[config.mk]
export PLATFORM = sky130hd
export DESIGN_NAME = spi_comm_watchdog
export DESIGN_NICKNAME = d
export VERILOG_FILES = /design/src/rtl/spiwd_pkg.sv /design/src/rtl/spiwd_tap_sel.sv /design/src/rtl/spiwd_timebase.sv /design/src/rtl/spiwd_escalate.sv /design/src/rtl/spi_comm_watchdog.sv
export SDC_FILE = /design/constraint.sdc
export NUM_CORES = 1
export LEC_CHECK = 0
export BUFFER_PORTS_ARGS = -buffer_cell sky130_fd_sc_hd__clkbuf_2
export CAP_MARGIN = 25
export CELL_PAD_IN_SITES_DETAIL_PLACEMENT = 1
export CELL_PAD_IN_SITES_GLOBAL_PLACEMENT = 1
export CORE_ASPECT_RATIO = 1.2
export CORE_MARGIN = 2
export CORE_UTILIZATION = 35
export CTS_CLUSTER_SIZE = 25
export DETAILED_ROUTE_END_ITERATION = 8
export GPL_TIMING_DRIVEN = 0
export PLACE_DENSITY_LB_ADDON = 0.1
export SLEW_MARGIN = 20
export SYNTH_ARGS = -nofsm -noshare
export SYNTH_HDL_FRONTEND = slang
export SYNTH_SLANG_ARGS = --single-unit
[constraint.sdc]
create_clock -name clk -period 3.43 [get_ports clk]
set_clock_uncertainty 0.2 [all_clocks]
set_input_delay 0.686 -clock clk [delete_from_list [all_inputs] [get_ports clk]]
set_output_delay 0.686 -clock clk [all_outputs]
set_load 0.01 [all_outputs]
[src/rtl/spiwd_pkg.sv]
package spiwd_pkg;

    localparam int unsigned WD_CNT_W = 25;
    localparam int unsigned WD_EVT_W = 2;

    typedef enum logic {
        WD_NORMAL = 1'b0,
        WD_LIMP   = 1'b1
    } wd_mode_e;

    typedef struct packed {
        logic     err;
        wd_mode_e mode;
    } wd_status_t;

    // Limit a requested tap index to the highest counter bit.
    function automatic int unsigned wd_clamp(int unsigned req, int unsigned top_bit);
        return (req > top_bit) ? top_bit : req;
    endfunction

endpackage

[src/rtl/spiwd_tap_sel.sv]
module spiwd_tap_sel #(
    parameter int CNT_W = spiwd_pkg::WD_CNT_W,
    parameter int TAP_W = $clog2(CNT_W)
) (
    input  logic [TAP_W-1:0] tap_sel,
    output logic [CNT_W-1:0] tap_mask
);
    localparam int unsigned TOP_BIT = CNT_W - 1;

    logic [TAP_W-1:0] tap_eff;

    always_comb begin
        tap_eff = TAP_W'(spiwd_pkg::wd_clamp(int'(tap_sel), TOP_BIT));
    end

    for (genvar i = 0; i < CNT_W; i++) begin : g_mask
        assign tap_mask[i] = (tap_eff == TAP_W'(i));
    end

endmodule

[src/rtl/spiwd_timebase.sv]
module spiwd_timebase #(
    parameter int CNT_W = spiwd_pkg::WD_CNT_W
) (
    input  logic             clk,
    input  logic             rst,
    input  logic             wd_en,
    input  logic             frame_ok,
    input  logic [CNT_W-1:0] tap_mask,
    output logic [CNT_W-1:0] wd_cnt,
    output logic             expire
);
    logic tap_hit;

    assign tap_hit = |(wd_cnt & tap_mask);
    assign expire  = wd_en & tap_hit & ~frame_ok;

    always_ff @(posedge clk) begin
        if (rst || !wd_en || frame_ok || expire) begin
            wd_cnt <= '0;
        end else begin
            wd_cnt <= wd_cnt + CNT_W'(1);
        end
    end

endmodule

[src/rtl/spiwd_escalate.sv]
module spiwd_escalate #(
    parameter int EVT_W = spiwd_pkg::WD_EVT_W
) (
    input  logic                   clk,
    input  logic                   rst,
    input  logic                   frame_ok,
    input  logic                   expire,
    output spiwd_pkg::wd_status_t  status,
    output logic [EVT_W-1:0]       events
);
    import spiwd_pkg::*;

    localparam logic [EVT_W-1:0] EVT_MAX = {EVT_W{1'b1}};

    always_ff @(posedge clk) begin
        if (rst) begin
            status.err  <= 1'b0;
            status.mode <= WD_NORMAL;
            events      <= '0;
        end else begin
            if (frame_ok) begin
                status.err <= 1'b0;
            end
            if (expire) begin
                status.err  <= 1'b1;
                status.mode <= WD_LIMP;
                if (events != EVT_MAX) begin
                    events <= events + EVT_W'(1);
                end
            end
        end
    end

endmodule

[src/rtl/spi_comm_watchdog.sv]
module spi_comm_watchdog #(
    parameter int CNT_W = spiwd_pkg::WD_CNT_W,
    parameter int TAP_W = $clog2(CNT_W),
    parameter int EVT_W = spiwd_pkg::WD_EVT_W
) (
    input  logic             clk,
    input  logic             rst,
    input  logic             wd_en,
    input  logic [TAP_W-1:0] tap_sel,
    input  logic             frame_ok,
    output logic             comm_err,
    output logic [EVT_W-1:0] timeout_events,
    output logic             limp_req
);
    import spiwd_pkg::*;

    logic [CNT_W-1:0] tap_mask;
    logic [CNT_W-1:0] wd_cnt;
    logic             expire;
    wd_status_t       status;

    spiwd_tap_sel #(.CNT_W(CNT_W), .TAP_W(TAP_W)) u_tap (
        .tap_sel  (tap_sel),
        .tap_mask (tap_mask)
    );

    spiwd_timebase #(.CNT_W(CNT_W)) u_base (
        .clk      (clk),
        .rst      (rst),
        .wd_en    (wd_en),
        .frame_ok (frame_ok),
        .tap_mask (tap_mask),
        .wd_cnt   (wd_cnt),
        .expire   (expire)
    );

    spiwd_escalate #(.EVT_W(EVT_W)) u_esc (
        .clk      (clk),
        .rst      (rst),
        .frame_ok (frame_ok),
        .expire   (expire),
        .status   (status),
        .events   (timeout_events)
    );

    assign comm_err = status.err;
    assign limp_req = (status.mode == WD_LIMP);

endmodule

==> impl_metrics.yaml, run 1 <==
placement:
  hpwl_mm: 2.76
  port_buffers: 11
  globalplace.congestion: 0.790
power_and_ir_drop:
  total_power_mw: 0.665
  p_leak_nw: 0.581
  vdd_drop_max_mv: 0.224
  power_density_nw_per_um2: 370
  seqPwrFrac_pct: 51.3
  switching_share_pct: 22.2
  p_switching_mw: 0.148
  clockPowerShare_pct: 41.8
  pwr-share-comb_pct: 6.9
  internal_power_mw: 0.517
detailed_routing:
  routed_wl_mm: 3.52
  vias: 1298
  routedWlPerCell_um: 13.7
  antenna_left: 0
  drt_pass1_iterations: 4
  drc_errors: 0
  drtIter0Drc: 34
  viasPerCell: 5.07
layout:
  fillCellCount: 522
  area_delta_synth_final_pct: 13.3
  drive_gt1_share_pct: 20.0
  regArea_um2: 581
  finalCoreUtilization_pct: 41.8
  antenna_cells: 0
  final_nets: 211
  multi_input_area_um2: 926
die:
  core_area_um2: 4290
  dieArea_um2: 5080
  die_w_um: 65.4
  start_util_pct: 36.9
  ios: 13
  rows: 26
  die_y_um: 77.7
synthesis:
  synth_compound_area_share_pct: 8.69
  synth_top_family_by_area: "simple AND/OR/NAND/NOR gates"
  synth_edf_count: 0
  synth_seq_cells: 29
  synth.distinct_cells: 41
  yosys.area_share.adder_pct: 1.58
  synth.area.top_cells: "dfxtp_1 37%, xnor2_1 10%, nor2_1 7.3%"
  yosysWarnings: 0
  syn_avg_cell_area_um2: 8.70
  syn-num-nets: 193
  synth_cells: 182
  muxShareOfSynthArea_pct: 6.40
  synthSimpleGateAreaFrac_pct: 29.6
  synth_largest_area_cell: "dfxtp_1"
  netlist_area_um2: 1580
  ys.flop_type: "dfxtp_1"
  async_flop_share_pct: 0
  seq_area_frac_synth_pct: 36.7
  synthXorXnorAreaFrac_pct: 12.2
  synth_top_area_share_pct: 36.7
grt:
  grt_usage_pct: 15.8
  grt_start_max_net_pins: 11
  grt_first_pass_wirelength_mm: 6.15
  overflow: 0
  grt_pass1_vias: 1348
  antenna_found_initial: 0
clock_network:
  cts_resized: 0
  ctsHoldBuffers: 0
  cts-root-buf: "clkbuf_8"
  path_clk_slew_ns: 0.06
  numCtsBuffers: 5
  clk_latency_ns: 0.27
  clock_path_buffers: 2
  h-tree-depth: 2
  post_cts_buffers: 0
  cts_sinks: 29
  cts_tree: "built"
timing:
  max-slew-margin-rel_pct: 58.9
  tightest_slew_ns: 0.612
  max_freq_ghz: 0.398
  tns_ns: 0
  fin_crit_ns: 2.51
  final_max_slew_viol_count: 0
  hold_viol_final: 0
  setup_viol: 0
  period_share_pct: 73.3
  grt_setup_unrepaired: "no"
critical_path:
  cp_max_fo: 10
  reg2reg_depth: 7
  endpoint_kind: "flip-flop"
  arrival_ns: 2.53
  critPathRequiredTime_ns: 3.44
  crit_type: "in -> reg"
  critPathLaunchType: "primary input"
flow_run:
  cap_viol_max_count: 0
run_status:
  outcome: "finished clean"
min_path:
  hold_path.class: "reg -> reg"
  worstHoldPathCells: 2
-- metrics by stage --
stage / area, µm² / std cells / setup slack [ns] / hold WS, ns
after detailed placement: 1710 / 249 / 0.606 / 0.296
after CTS: 1800 / 256 / 0.905 / 0.311
after floorplan: 1580 / 182 / 1.03 / 0.250
after global routing: 1800 / 256 / 0.818 / 0.336
after global placement: 1710 / 249 / 0.644 / 0.254
final: 1800 / 256 / 0.915 / 0.295
-- Yosys cell counts, types with 3 or more instances --
| cell type | n |
|---|---|
| inv_1 | 9 |
| nor2_1 | 31 |
| nand2_1 | 7 |
| dfxtp_1 | 29 |
| nand4_1 | 3 |
| mux2i_1 | 3 |
| xor2_1 | 4 |
| nor3_1 | 7 |
| nand3_1 | 11 |
| and3_1 | 3 |
| mux2_2 | 3 |
| a21oi_1 | 3 |
| buf_6 | 3 |
| nor2b_1 | 5 |
| xnor2_1 | 18 |
| nor2_2 | 10 |
| nand2b_1 | 5 |
-- metal layers --
metal | vias to the layer above | part of all wire (%) | track usage [%]
met5 | - | 0 | 0
met4 | 0 | 1.4 | 4.38
met3 | 5 | 2.7 | 4.49
met2 | 10 | 50 | 26.9
met1 | 621 | 46 | 19.3
li1 | 662 | - | -
-- power by group through the flow --
stage | logic [mW] | registers, mW | clock network, mW
floorplan | 0.0291 | 0.349 | 0
global placement | 0.0446 | 0.348 | 0
detailed placement | 0.0460 | 0.349 | 0
CTS | 0.0462 | 0.341 | 0.290
global route | 0.0512 | 0.341 | 0.310
finish | 0.0456 | 0.341 | 0.278
-- cell families (layout without fill, tap and decap cells) --
family,count (synthesis),count (layout)
DFF,29,29
and+or+nand+nor,91,91
AOI/OAI and AO/OA,16,16
adders and majority gates,2,2
buffers and inverters,14,32
xor gates and xnor gates,22,22
muxes,8,8
-- worst max-delay path: stages --
cell      delay, ns
clkbuf_2       0.15
buf_6          0.16
nor2b_1        0.14
a22o_1         0.23
a22oi_1        0.24
o311ai_2       0.22
a211o_4        0.42
buf_6          0.17
nor2_2         0.10
-- flip-flops by register name, summed over array words and instances (netlist names) --
signal and flops:
u_esc.events 2, u_esc.status 2, u_base.wd_cnt 25
-- path summary, 6_finish.rpt --
check,startpoint,to,slack (ns)
hold / removal,u_esc.status[0]$_SDFFE_PP0P_,u_esc.status[0]$_SDFFE_PP0P_,0.29
setup reg to reg,u_base.wd_cnt[0]$_SDFF_PP0_,u_base.wd_cnt[22]$_SDFF_PP0_,1.05
hold reg to reg,u_esc.status[0]$_SDFFE_PP0P_,u_esc.status[0]$_SDFFE_PP0P_,0.29
setup / recovery,tap_sel[0],u_base.wd_cnt[4]$_SDFF_PP0_,0.92
-- cell usage in the layout (no fill, tap or decap), types with 6 or more instances in the layout --
cell type,netlist,routed
clkbuf_2,0,11
clkbuf_8,0,6
dfxtp_1,29,29
inv_1,9,9
nand2_1,7,7
nand3_1,11,11
nor2_1,31,31
nor2_2,10,10
nor3_1,7,7
xnor2_1,18,18
-- area by class of cell --
cell class	instances	area share (%)
flip-flops and latches	29	32.3
clock buffers	7	4.81
multi-input cells	139	51.6
repair buffers	11	3.07
inverters	9	1.88
plain buffers	5	2.44
well taps	56	3.90
No activity file was read; power rests on OpenSTA's default activity.
==> run 2: changes to the inputs <==
Clock period 3.43 ns to 2.2 ns, I/O delays scaled along.
==> run 2 against run 1 <==
Against the previous run: final area increased by 17%; non-clock buffer count increased by 17; die area is the same; combinational power up 110%; routed wire length rose by 13%; highest routed layer unchanged.
==> impl_metrics.yaml, run 2 (synthesis gave the netlist of run 1 again) <==
die:
  die_w_um: 65.4
  die_y_um: 77.7
  dieArea_um2: 5080
  core_area_um2: 4290
  rows: 26
  ios: 13
  start_util_pct: 36.9
critical_path:
  critPathRequiredTime_ns: 2.21
  path_cells: "mux2_4, a221o_1, a21oi_2, nor2_2, a211o_4, buf_12, nor2_2"
  cp_slowest_cell: "a211o_4"
  crit_type: "reg -> reg"
  endpoint_kind: "flip-flop"
  critPathBufInv: 1
  cpPeakStageDelay_ns: 0.40
  cp_max_fo: 10
  r2r_setup_slack_ns: 0.02
  critPathLaunchType: "flip-flop"
  path_delay_family: "compound AO/OA/AOI/OAI gates"
  crit_top_cell: "nor2_2"
  arrival_ns: 2.19
  crit_cells: 7
  reg2reg_depth: 7
layout:
  drive_gt1_share_pct: 42.4
  top_regs: "u_base.wd_cnt: 25 flops, u_esc.events: 2 flops, u_esc.status: 2 flops"
  final-instance-count-excl-fill: 273
  final_common_cell: "nor2_2"
  final_cell_mix: "22 x nor2_2, 21 x dfxtp_1, 18 x xnor2_1"
  top_register: "u_base.wd_cnt"
  largest_register_ffs: 25
  final_nets: 228
  area_delta_synth_final_pct: 32.8
  antenna_cells: 0
  final_area_um2: 2100
timing:
  setup_viol: 0
  fin_ws_ns: 0.0159
  grt_setup_unrepaired: "yes"
  hold_viol_final: 0
  max_freq_ghz: 0.458
  max-slew-margin-rel_pct: 73.2
  period_share_pct: 99.3
  fin_crit_ns: 2.18
  final_max_slew_viol_count: 0
  tightest_slew_ns: 0.400
  whs_ns: 0.142
clock_network:
  clk_latency_ns: 0.28
  cts_tree: "built"
  clock_path_buffers: 2
  cts-root-buf: "clkbuf_8"
  ctsHoldBuffers: 0
  cts_sinks: 29
  h-tree-depth: 2
  numCtsBuffers: 5
  path_clk_slew_ns: 0.06
power_and_ir_drop:
  internal_power_mw: 0.818
  pwr-share-comb_pct: 9.0
  power_density_nw_per_um2: 503
  clockPowerShare_pct: 41.0
  vdd_drop_max_mv: 0.347
  seqPwrFrac_pct: 49.9
  p_switching_mw: 0.240
  switching_share_pct: 22.7
  p_leak_nw: 0.706
placement:
  placed_area_um2: 1710
  port_buffers: 11
  placed_cells: 249
  globalplace.congestion: 0.790
  hpwl_mm: 2.76
  dp_slack_ns: -0.378
grt:
  antenna_found_initial: 0
  grt_pass1_vias: 1369
  grt_start_max_net_pins: 11
  grt_usage_pct: 16.1
  grt_first_pass_wirelength_mm: 6.25
  overflow: 0
detailed_routing:
  routedWlPerCell_um: 14.5
  routed_wl_mm: 3.97
  dr_wl_met3_um: 118
  wl_met1_mm: 1.75
  viasPerCell: 5.08
  met2_length_mm: 2.06
  drt_pass1_iterations: 4
  drtIter0Drc: 32
  antenna_left: 0
  top_layer: "met4"
  drc_errors: 0
  vias: 1388
min_path:
  worstHoldPathCells: 2
  hold_path.class: "in -> reg"
flow_run:
  cap_viol_max_count: 0
run_status:
  outcome: "finished clean"
## run 2: final cells by class
type | instances | area [µm²]
repair buffers | 28 | 204
clock buffers | 7 | 86.3
well taps | 56 | 70.1
inverters | 9 | 33.8
plain buffers | 5 | 58.8
fillers | 501 | 2190
multi-input cells | 139 | 1050
flip-flops and latches | 29 | 598
## run 2: through the flow
stage,utilization [%],TNS [ns],power [mW]
after global placement,39.8,-7.62,0.613
after floorplan,-,0,0.590
after detailed placement,39.8,-8.59,0.615
after global routing,49.0,-0.383,1.12
final,49.0,0,1.06
after CTS,43.2,0,1.06
## run 2: power by group through the flow
stage                     combinational (mW)  clock, mW  sequential [mW]
after floorplan                       0.0454          0            0.544
after detailed placement              0.0718          0            0.544
after global placement                0.0695          0            0.543
after CTS                             0.0776      0.452            0.532
after global routing                   0.105      0.484            0.529
final                                 0.0955      0.434            0.529
## run 2: timing repair
action                                  4_1_cts  5_1_grt
endpoints found under the setup margin       21       26
buffers inserted                              2       13
pin swaps                                     1       10
resized for setup                            12       41
gates cloned                                  0        2
## run 2: worst paths after layout
kind                                  endpoint                          from
setup / recovery   u_base.wd_cnt[4]$_SDFF_PP0_  u_base.wd_cnt[18]$_SDFF_PP0_
hold / removal    u_esc.status[1]$_SDFFE_PP0P_                      frame_ok
setup reg to reg   u_base.wd_cnt[4]$_SDFF_PP0_  u_base.wd_cnt[18]$_SDFF_PP0_
hold reg to reg   u_esc.status[0]$_SDFFE_PP0P_  u_esc.status[0]$_SDFFE_PP0P_
## run 2: layer usage
metal / track usage (%) / vias up
met5: 0 / -
li1: - / 693
met2: 27.6 / 14
met4: 4.38 / 0
met3: 4.49 / 5
met1: 19.5 / 676
